<file path="config.mk">
export PLATFORM = sky130hd
export DESIGN_NAME = dmach_csr
export DESIGN_NICKNAME = d
export VERILOG_FILES = /design/src/rtl/dmach_csr_pkg.sv /design/src/rtl/dmach_lane_reg.sv /design/src/rtl/dmach_ctrl_reg.sv /design/src/rtl/dmach_csr.sv
export SDC_FILE = /design/constraint.sdc
export NUM_CORES = 1
export LEC_CHECK = 0
export ABC_AREA = 0
export CAP_MARGIN = 20
export CELL_PAD_IN_SITES_DETAIL_PLACEMENT = 0
export CELL_PAD_IN_SITES_GLOBAL_PLACEMENT = 2
export CORE_ASPECT_RATIO = 0.6
export CORE_MARGIN = 1
export CORE_UTILIZATION = 45
export CTS_CLUSTER_DIAMETER = 40
export DETAILED_ROUTE_END_ITERATION = 16
export DONT_BUFFER_PORTS = 1
export PLACE_DENSITY_LB_ADDON = 0.1
export RECOVER_POWER = 50
export REMOVE_ABC_BUFFERS = 1
export SYNTH_ARGS = -nofsm -noshare
export SYNTH_HDL_FRONTEND = slang
export SYNTH_SLANG_ARGS = --single-unit
</file>
<file path="constraint.sdc">
create_clock -name clk -period 2.5 [get_ports clk]
set_clock_uncertainty 0.15 [all_clocks]
set_input_delay 0.25 -clock clk [delete_from_list [all_inputs] [get_ports clk]]
set_output_delay 0.25 -clock clk [all_outputs]
set_load 0.05 [all_outputs]
</file>
<file path="src/rtl/dmach_csr_pkg.sv">
package dmach_csr_pkg;
   // control/status byte bit positions
   localparam int unsigned CB_RST  = 0;
   localparam int unsigned CB_RUN  = 1;
   localparam int unsigned CB_DIR  = 3;
   localparam int unsigned CB_IE   = 6;
   localparam int unsigned CB_FLAG = 7;

   typedef struct packed {
      logic flag;
      logic ie;
      logic dir;
      logic run;
   } ctrl_t;

   function automatic logic [7:0] pack_status(ctrl_t c);
      logic [7:0] s;
      s = '0;
      s[CB_FLAG] = c.flag;
      s[CB_IE]   = c.ie;
      s[CB_DIR]  = c.dir;
      s[CB_RUN]  = c.run;
      return s;
   endfunction
endpackage

</file>
<file path="src/rtl/dmach_lane_reg.sv">
module dmach_lane_reg #(
   parameter int unsigned W        = 32,
   parameter logic [W-1:0] KEEP    = '1,
   localparam int unsigned NB      = W / 8,
   localparam int unsigned LW      = (NB > 1) ? $clog2(NB) : 1
) (
   input  logic          clk,
   input  logic          rst_n,
   input  logic          wr_en,
   input  logic [LW-1:0] wr_lane,
   input  logic [7:0]    wr_byte,
   input  logic          ld_en,
   input  logic [W-1:0]  ld_val,
   input  logic [LW-1:0] rd_lane,
   output logic [7:0]    rd_byte,
   output logic [W-1:0]  q
);
   if (W % 8 != 0) begin : g_bad_width
      $error("dmach_lane_reg: W must be a whole number of bytes");
   end

   logic [W-1:0] q_r;
   logic [W-1:0] nxt;

   // big-endian lanes: lane 0 is the most significant byte
   always_comb begin
      nxt = q_r;
      if (ld_en) begin
         nxt = ld_val;
      end else if (wr_en) begin
         for (int l = 0; l < int'(NB); l++) begin
            if (LW'(l) == wr_lane) nxt[W-1-8*l -: 8] = wr_byte;
         end
      end
   end

   always_ff @(posedge clk or negedge rst_n) begin
      if (!rst_n) q_r <= '0;
      else        q_r <= nxt & KEEP;
   end

   always_comb begin
      rd_byte = 8'h00;
      for (int l = 0; l < int'(NB); l++) begin
         if (LW'(l) == rd_lane) rd_byte = q_r[W-1-8*l -: 8];
      end
   end

   assign q = q_r;
endmodule

</file>
<file path="src/rtl/dmach_ctrl_reg.sv">
module dmach_ctrl_reg
   import dmach_csr_pkg::*;
(
   input  logic       clk,
   input  logic       rst_n,
   input  logic       wr_en,
   input  logic [7:0] wr_byte,
   input  logic       tc_evt,
   output logic       soft_rst,
   output ctrl_t      ctrl
);
   ctrl_t c_r;
   logic  clr_flag;

   assign soft_rst = wr_en & wr_byte[CB_RST];

   always_comb begin
      clr_flag = 1'b0;
      if (wr_en) clr_flag = wr_byte[CB_RST] | wr_byte[CB_FLAG];
   end

   always_ff @(posedge clk or negedge rst_n) begin
      if (!rst_n) begin
         c_r <= '0;
      end else begin
         if (wr_en) begin
            c_r.ie  <= wr_byte[CB_IE];
            c_r.dir <= wr_byte[CB_DIR];
            c_r.run <= wr_byte[CB_RST] ? 1'b0 : wr_byte[CB_RUN];
         end
         // a terminal count wins over any clear in the same cycle
         if (tc_evt)        c_r.flag <= 1'b1;
         else if (clr_flag) c_r.flag <= 1'b0;
      end
   end

   assign ctrl = c_r;
endmodule

</file>
<file path="src/rtl/dmach_csr.sv">
module dmach_csr
   import dmach_csr_pkg::*;
#(
   parameter int unsigned AW       = 32,
   parameter int unsigned CW       = 16,
   parameter int unsigned ALIGN    = 18,
   parameter logic [31:0] RELOAD   = 32'h0001_5000,
   parameter int unsigned OFS_W    = 4
) (
   input  logic             clk,
   input  logic             rst_n,
   input  logic             reg_wr,
   input  logic [OFS_W-1:0] reg_addr,
   input  logic [7:0]       reg_wdata,
   output logic [7:0]       reg_rdata,
   input  logic             tc_evt,
   output logic             run_o,
   output logic             dir_o,
   output logic             ie_o,
   output logic             irq_o
);
   localparam int unsigned NB_A     = AW / 8;
   localparam int unsigned NB_C     = CW / 8;
   localparam int unsigned LA       = $clog2(NB_A);
   localparam int unsigned LC       = $clog2(NB_C);
   localparam int unsigned PTR_OFS  = NB_A;
   localparam int unsigned CNT_OFS  = 2 * NB_A;
   localparam int unsigned CTRL_OFS = 2 * NB_A + 2 * NB_C;
   localparam logic [AW-1:0] BASE_KEEP = {{(AW-ALIGN){1'b1}}, {ALIGN{1'b0}}};

   if (AW % 8 != 0 || AW < 16 || AW > 32) begin : g_bad_aw
      $error("dmach_csr: AW must be 16, 24 or 32");
   end
   if (CW % 8 != 0 || CW < 16) begin : g_bad_cw
      $error("dmach_csr: CW must be a byte multiple of at least 16");
   end
   if (ALIGN >= AW) begin : g_bad_align
      $error("dmach_csr: ALIGN must be below AW");
   end
   if ((1 << OFS_W) <= CTRL_OFS) begin : g_bad_ofs
      $error("dmach_csr: OFS_W too narrow for the register map");
   end

   // offset decode
   logic in_base, in_ptr, in_cnt, in_ctrl;
   logic [LA-1:0] lane_a_base, lane_a_ptr;
   logic [LC-1:0] lane_c;

   assign in_base = reg_addr < OFS_W'(PTR_OFS);
   assign in_ptr  = (reg_addr >= OFS_W'(PTR_OFS)) && (reg_addr < OFS_W'(CNT_OFS));
   assign in_cnt  = (reg_addr >= OFS_W'(CNT_OFS)) && (reg_addr < OFS_W'(CNT_OFS + NB_C));
   assign in_ctrl = reg_addr == OFS_W'(CTRL_OFS);

   assign lane_a_base = LA'(reg_addr);
   assign lane_a_ptr  = LA'(reg_addr - OFS_W'(PTR_OFS));
   assign lane_c      = LC'(reg_addr - OFS_W'(CNT_OFS));

   logic [AW-1:0] base_q, ptr_q;
   logic [CW-1:0] cnt_q;
   logic [7:0]    rd_base, rd_ptr, rd_cnt;
   logic          soft_rst;
   ctrl_t         ctrl;
   logic [AW-1:0] reload_val;

   assign reload_val = base_q + AW'(RELOAD);

   dmach_lane_reg #(.W(AW), .KEEP(BASE_KEEP)) u_base (
      .clk     (clk),
      .rst_n   (rst_n),
      .wr_en   (reg_wr & in_base),
      .wr_lane (lane_a_base),
      .wr_byte (reg_wdata),
      .ld_en   (1'b0),
      .ld_val  ('0),
      .rd_lane (lane_a_base),
      .rd_byte (rd_base),
      .q       (base_q)
   );

   dmach_lane_reg #(.W(AW)) u_ptr (
      .clk     (clk),
      .rst_n   (rst_n),
      .wr_en   (reg_wr & in_ptr),
      .wr_lane (lane_a_ptr),
      .wr_byte (reg_wdata),
      .ld_en   (soft_rst),
      .ld_val  (reload_val),
      .rd_lane (lane_a_ptr),
      .rd_byte (rd_ptr),
      .q       (ptr_q)
   );

   dmach_lane_reg #(.W(CW)) u_cnt (
      .clk     (clk),
      .rst_n   (rst_n),
      .wr_en   (reg_wr & in_cnt),
      .wr_lane (lane_c),
      .wr_byte (reg_wdata),
      .ld_en   (soft_rst),
      .ld_val  ('0),
      .rd_lane (lane_c),
      .rd_byte (rd_cnt),
      .q       (cnt_q)
   );

   dmach_ctrl_reg u_ctrl (
      .clk      (clk),
      .rst_n    (rst_n),
      .wr_en    (reg_wr & in_ctrl),
      .wr_byte  (reg_wdata),
      .tc_evt   (tc_evt),
      .soft_rst (soft_rst),
      .ctrl     (ctrl)
   );

   logic flag_q;
   assign flag_q = ctrl.flag;

   always_comb begin
      unique case (1'b1)
         in_base: reg_rdata = rd_base;
         in_ptr:  reg_rdata = rd_ptr;
         in_cnt:  reg_rdata = rd_cnt;
         in_ctrl: reg_rdata = pack_status(ctrl);
         default: reg_rdata = 8'h00;
      endcase
   end

   assign run_o = ctrl.run;
   assign dir_o = ctrl.dir;
   assign ie_o  = ctrl.ie;
   assign irq_o = ctrl.flag & ctrl.ie;
endmodule

</file>
==> summary.md <==
| Metric | Value |
|---|---|
| Die H | `between 70 and 80 um` |
| Clock share of power | `between 30% and 40%` |
| PD cells | `832 nW/um^2` |
| Synth Cell Area | `between 3000 and 4000 um^2` |
| Worst vdd ir | `0.384 mV` |
| WP data arrival | `1770 ps` |
| Area Overhead vs Synth | `12.8%` |
| IO Pins | `28` |
| Slew Viols, Final | `0` |
| Core Box Area | `7480 um^2` |
| Max Clk Rate | `460 MHz` |
| Tmin final | `2170 ps` |
| Startpoint types | `flip-flop` |
| DR vias | `2855` |
| Synth unique cells | `45` |
| Reg area | `around 1700 um^2` |
| H-tree depth | `3` |
| Yosys top cell area share | `between 40% and 50%` |
| RSZ-0062 raised after global routing | `no` |
| DRT Wirelength | `between 10000 and 15000 um` |
| Initial Util | `47.7%` |
| DR WL/cell | `roughly 24 um` |
| CP max FO | `3` |
| Sw frac | `28.8%` |
| Via density | `6.47` |
| P_sw | `0.966 mW` |
| CP endpoint kind | `output pin` |
| Multi-input logic area | `1720 um^2` |
| Sink count of the clock tree | `66` |
| I/O Buffers | `0` |
| Post-DP Area | `approximately 3600 um^2` |
| Iteration-0 DRC Markers | `202` |
| FP Rows | `24` |
| TritonCTS clock tree | `built` |
| Post-CTS setup buffer count | `0` |
| FFs w/ async S/R, synth | `100%` |
| Largest net degree at the start of global routing | `67` |
| Worst skew pair latency | `340 ps` |
| Vias in the first global route | `2826` |
| Largest cells by area after synthesis | `dfrtp_1, mux4_2, mux2i_1` |
| Die X | `117 um` |
| Count leader, synth | `dfrtp_1` |
| All-Layer GR Usage | `27.7%` |
| Total negative slack | `0 ps` |
| Synth Area per Inst | `between 10 and 15 um^2` |
| Area leader, netlist | `dfrtp_1` |
| Post-synth EDFFs | `0` |
| Clock Tree Root | `clkbuf_16` |
| Initial antenna violation count | `0` |
| Buffer depth of the longest clock path | `2` |
| Die area | `8300 um^2` |
| Layout cells sized above 1 | `between 15 and 20%` |
| Detailed Routing Iterations Pass 1 | `5` |
| First-pass GRT wire length | `16200 um` |
| # fillers | `670` |
| Final hold vios | `0` |
| Top_reg_cell synth | `dfrtp_1` |
| Yosys reg bits | `66` |
| Setup-failing EPs final | `0` |
| Sequential power share | `43.9%` |
| Internal | `2.38 mW` |
| Slew headroom | `45.0%` |
| Design area | `4030 um^2` |
| Min-delay worst type | `in -> reg` |
| Final RePlAce weighted congestion | `0.755` |
| DRC violation count after routing | `0` |
| Slew @ Worst Pin | `roughly 800 ps` |
| Detail Route Antenna Nets | `0` |
| Yosys warns | `0` |
| Reg-to-reg setup timing slack | `around 1100 ps` |
| Static leakage | `1.72 nW` |
| CP Class | `reg -> out` |
| Grt total ovfl | `0` |
| Status | `completed` |
| Sequential cell area fraction in the yosys report | `about 46%` |
| Cells after Synth | `330` |
| Power share of the combinational group | `17.8%` |
| Req. time, crit path | `2100 ps` |
| Num CTS Buffers | `9` |
| Diodes inserted | `0` |
| Clock-pin transition on the worst setup and hold timing paths | `50 ps` |
| Max-Cap Viols | `0` |
| Period utilisation layout | `86.9%` |
| Post-synth top cells | `dfrtp_1, o21ai_0, nand3_1, mux2i_1, a21oi_1` |
| Placed wire-length estimate | `6730 um` |
| Fin nets | `348` |
[path summary, 6_finish.rpt]
kind	endpoint	cells after the start	startpoint
max in group asynchronous	u_cnt.q[12]$_DFFE_PN0P_	2	rst_n
min reg2reg	u_ptr.q[31]$_DFFE_PN0P_	2	u_ptr.q[31]$_DFFE_PN0P_
max	reg_rdata[7]	2	u_ptr.q[31]$_DFFE_PN0P_
min in group asynchronous	u_cnt.q[8]$_DFFE_PN0P_	2	rst_n
min	u_ptr.q[8]$_DFFE_PN0P_	2	reg_wdata[0]
max reg2reg	u_ctrl.ctrl[3]$_DFFE_PN0P_	2	u_ctrl.ctrl[3]$_DFFE_PN0P_
[power by group through the flow]
stage	Sequential (mW)	Combinational, mW	Clock, mW
floorplan	1.43	0.456	0
global placement	1.48	0.529	0
detailed placement	1.49	0.542	0
CTS	1.47	0.600	1.30
global route	1.49	0.651	1.34
finish	1.47	0.597	1.28
[stage by stage]
stage | worst slack (ps) | power [mW] | instances | util [%] | hold slack, ps
3_3_place_gp | 668 | 2.01 | 412 | 48.1 | -194
3_5_place_dp | 681 | 2.03 | 412 | 48.1 | -194
2_1_floorplan | 745 | 1.88 | 301 | - | -196
4_1_cts | 337 | 3.37 | 441 | 54.1 | 5.93
5_1_grt | 294 | 3.49 | 441 | 53.8 | 19.1
6_report | 328 | 3.35 | 441 | 53.8 | 6.91
[timing repair]
item	in CTS	in global routing
resized for setup	0	0
hold buffers	13	0
endpoints found under the setup margin	0	0
endpoints found under the hold margin	125	0
[final cells by class]
cell class / count / area share, %
tap: 104 / 3.23
inverter: 8 / 0.746
clock inverter: 2 / 0.870
clock buffer: 14 / 6.56
multi-input combinational: 227 / 42.8
timing repair buffer: 20 / 4.79
sequential: 66 / 41.0
[cell families after synthesis]
logic type	Yosys count	synth area share [%]
flip-flops	66	46.3
multiplexers	52	19.0
AO/OA/AOI/OAI	85	14.3
AND/OR/NAND/NOR	90	15.3
buffers and inverters	37	5.08
[sequential cells by signal, summed over array words and instances (netlist names)]
register,cells
u_ptr.q,32
u_base.q,14
u_cnt.q,16
u_ctrl.ctrl,4
[critical path: stages, from the launching register on]
cell and delay (ps):
dfrtp_1 390, mux4_2 470, a221o_1 580
[layout by cell type (no fill, tap or decap), types with 6 or more instances in the layout]
| master | n |
|---|---|
| mux4_2 | 11 |
| nor2_1 | 6 |
| a31oi_1 | 6 |
| o21ai_0 | 38 |
| nand3_1 | 33 |
| mux2_2 | 17 |
| clkbuf_16 | 9 |
| mux2i_1 | 24 |
| inv_1 | 8 |
| dfrtp_1 | 66 |
| nand2_1 | 11 |
| nor3_1 | 6 |
| a32oi_1 | 7 |
| a21oi_1 | 19 |
| dlygate4sd3_1 | 12 |
| or3_1 | 8 |
[per-layer routing]
metal  track usage, %  part of all wire, %  vias to the layer above
met3             8.14                  8.8                       12
met4             7.59                  1.3                        0
met5                0                    0                        -
met1             38.8                   46                     1471
met2             42.0                   44                      124
li1                 -                    -                     1248
Power figures use the tool's default switching activity.
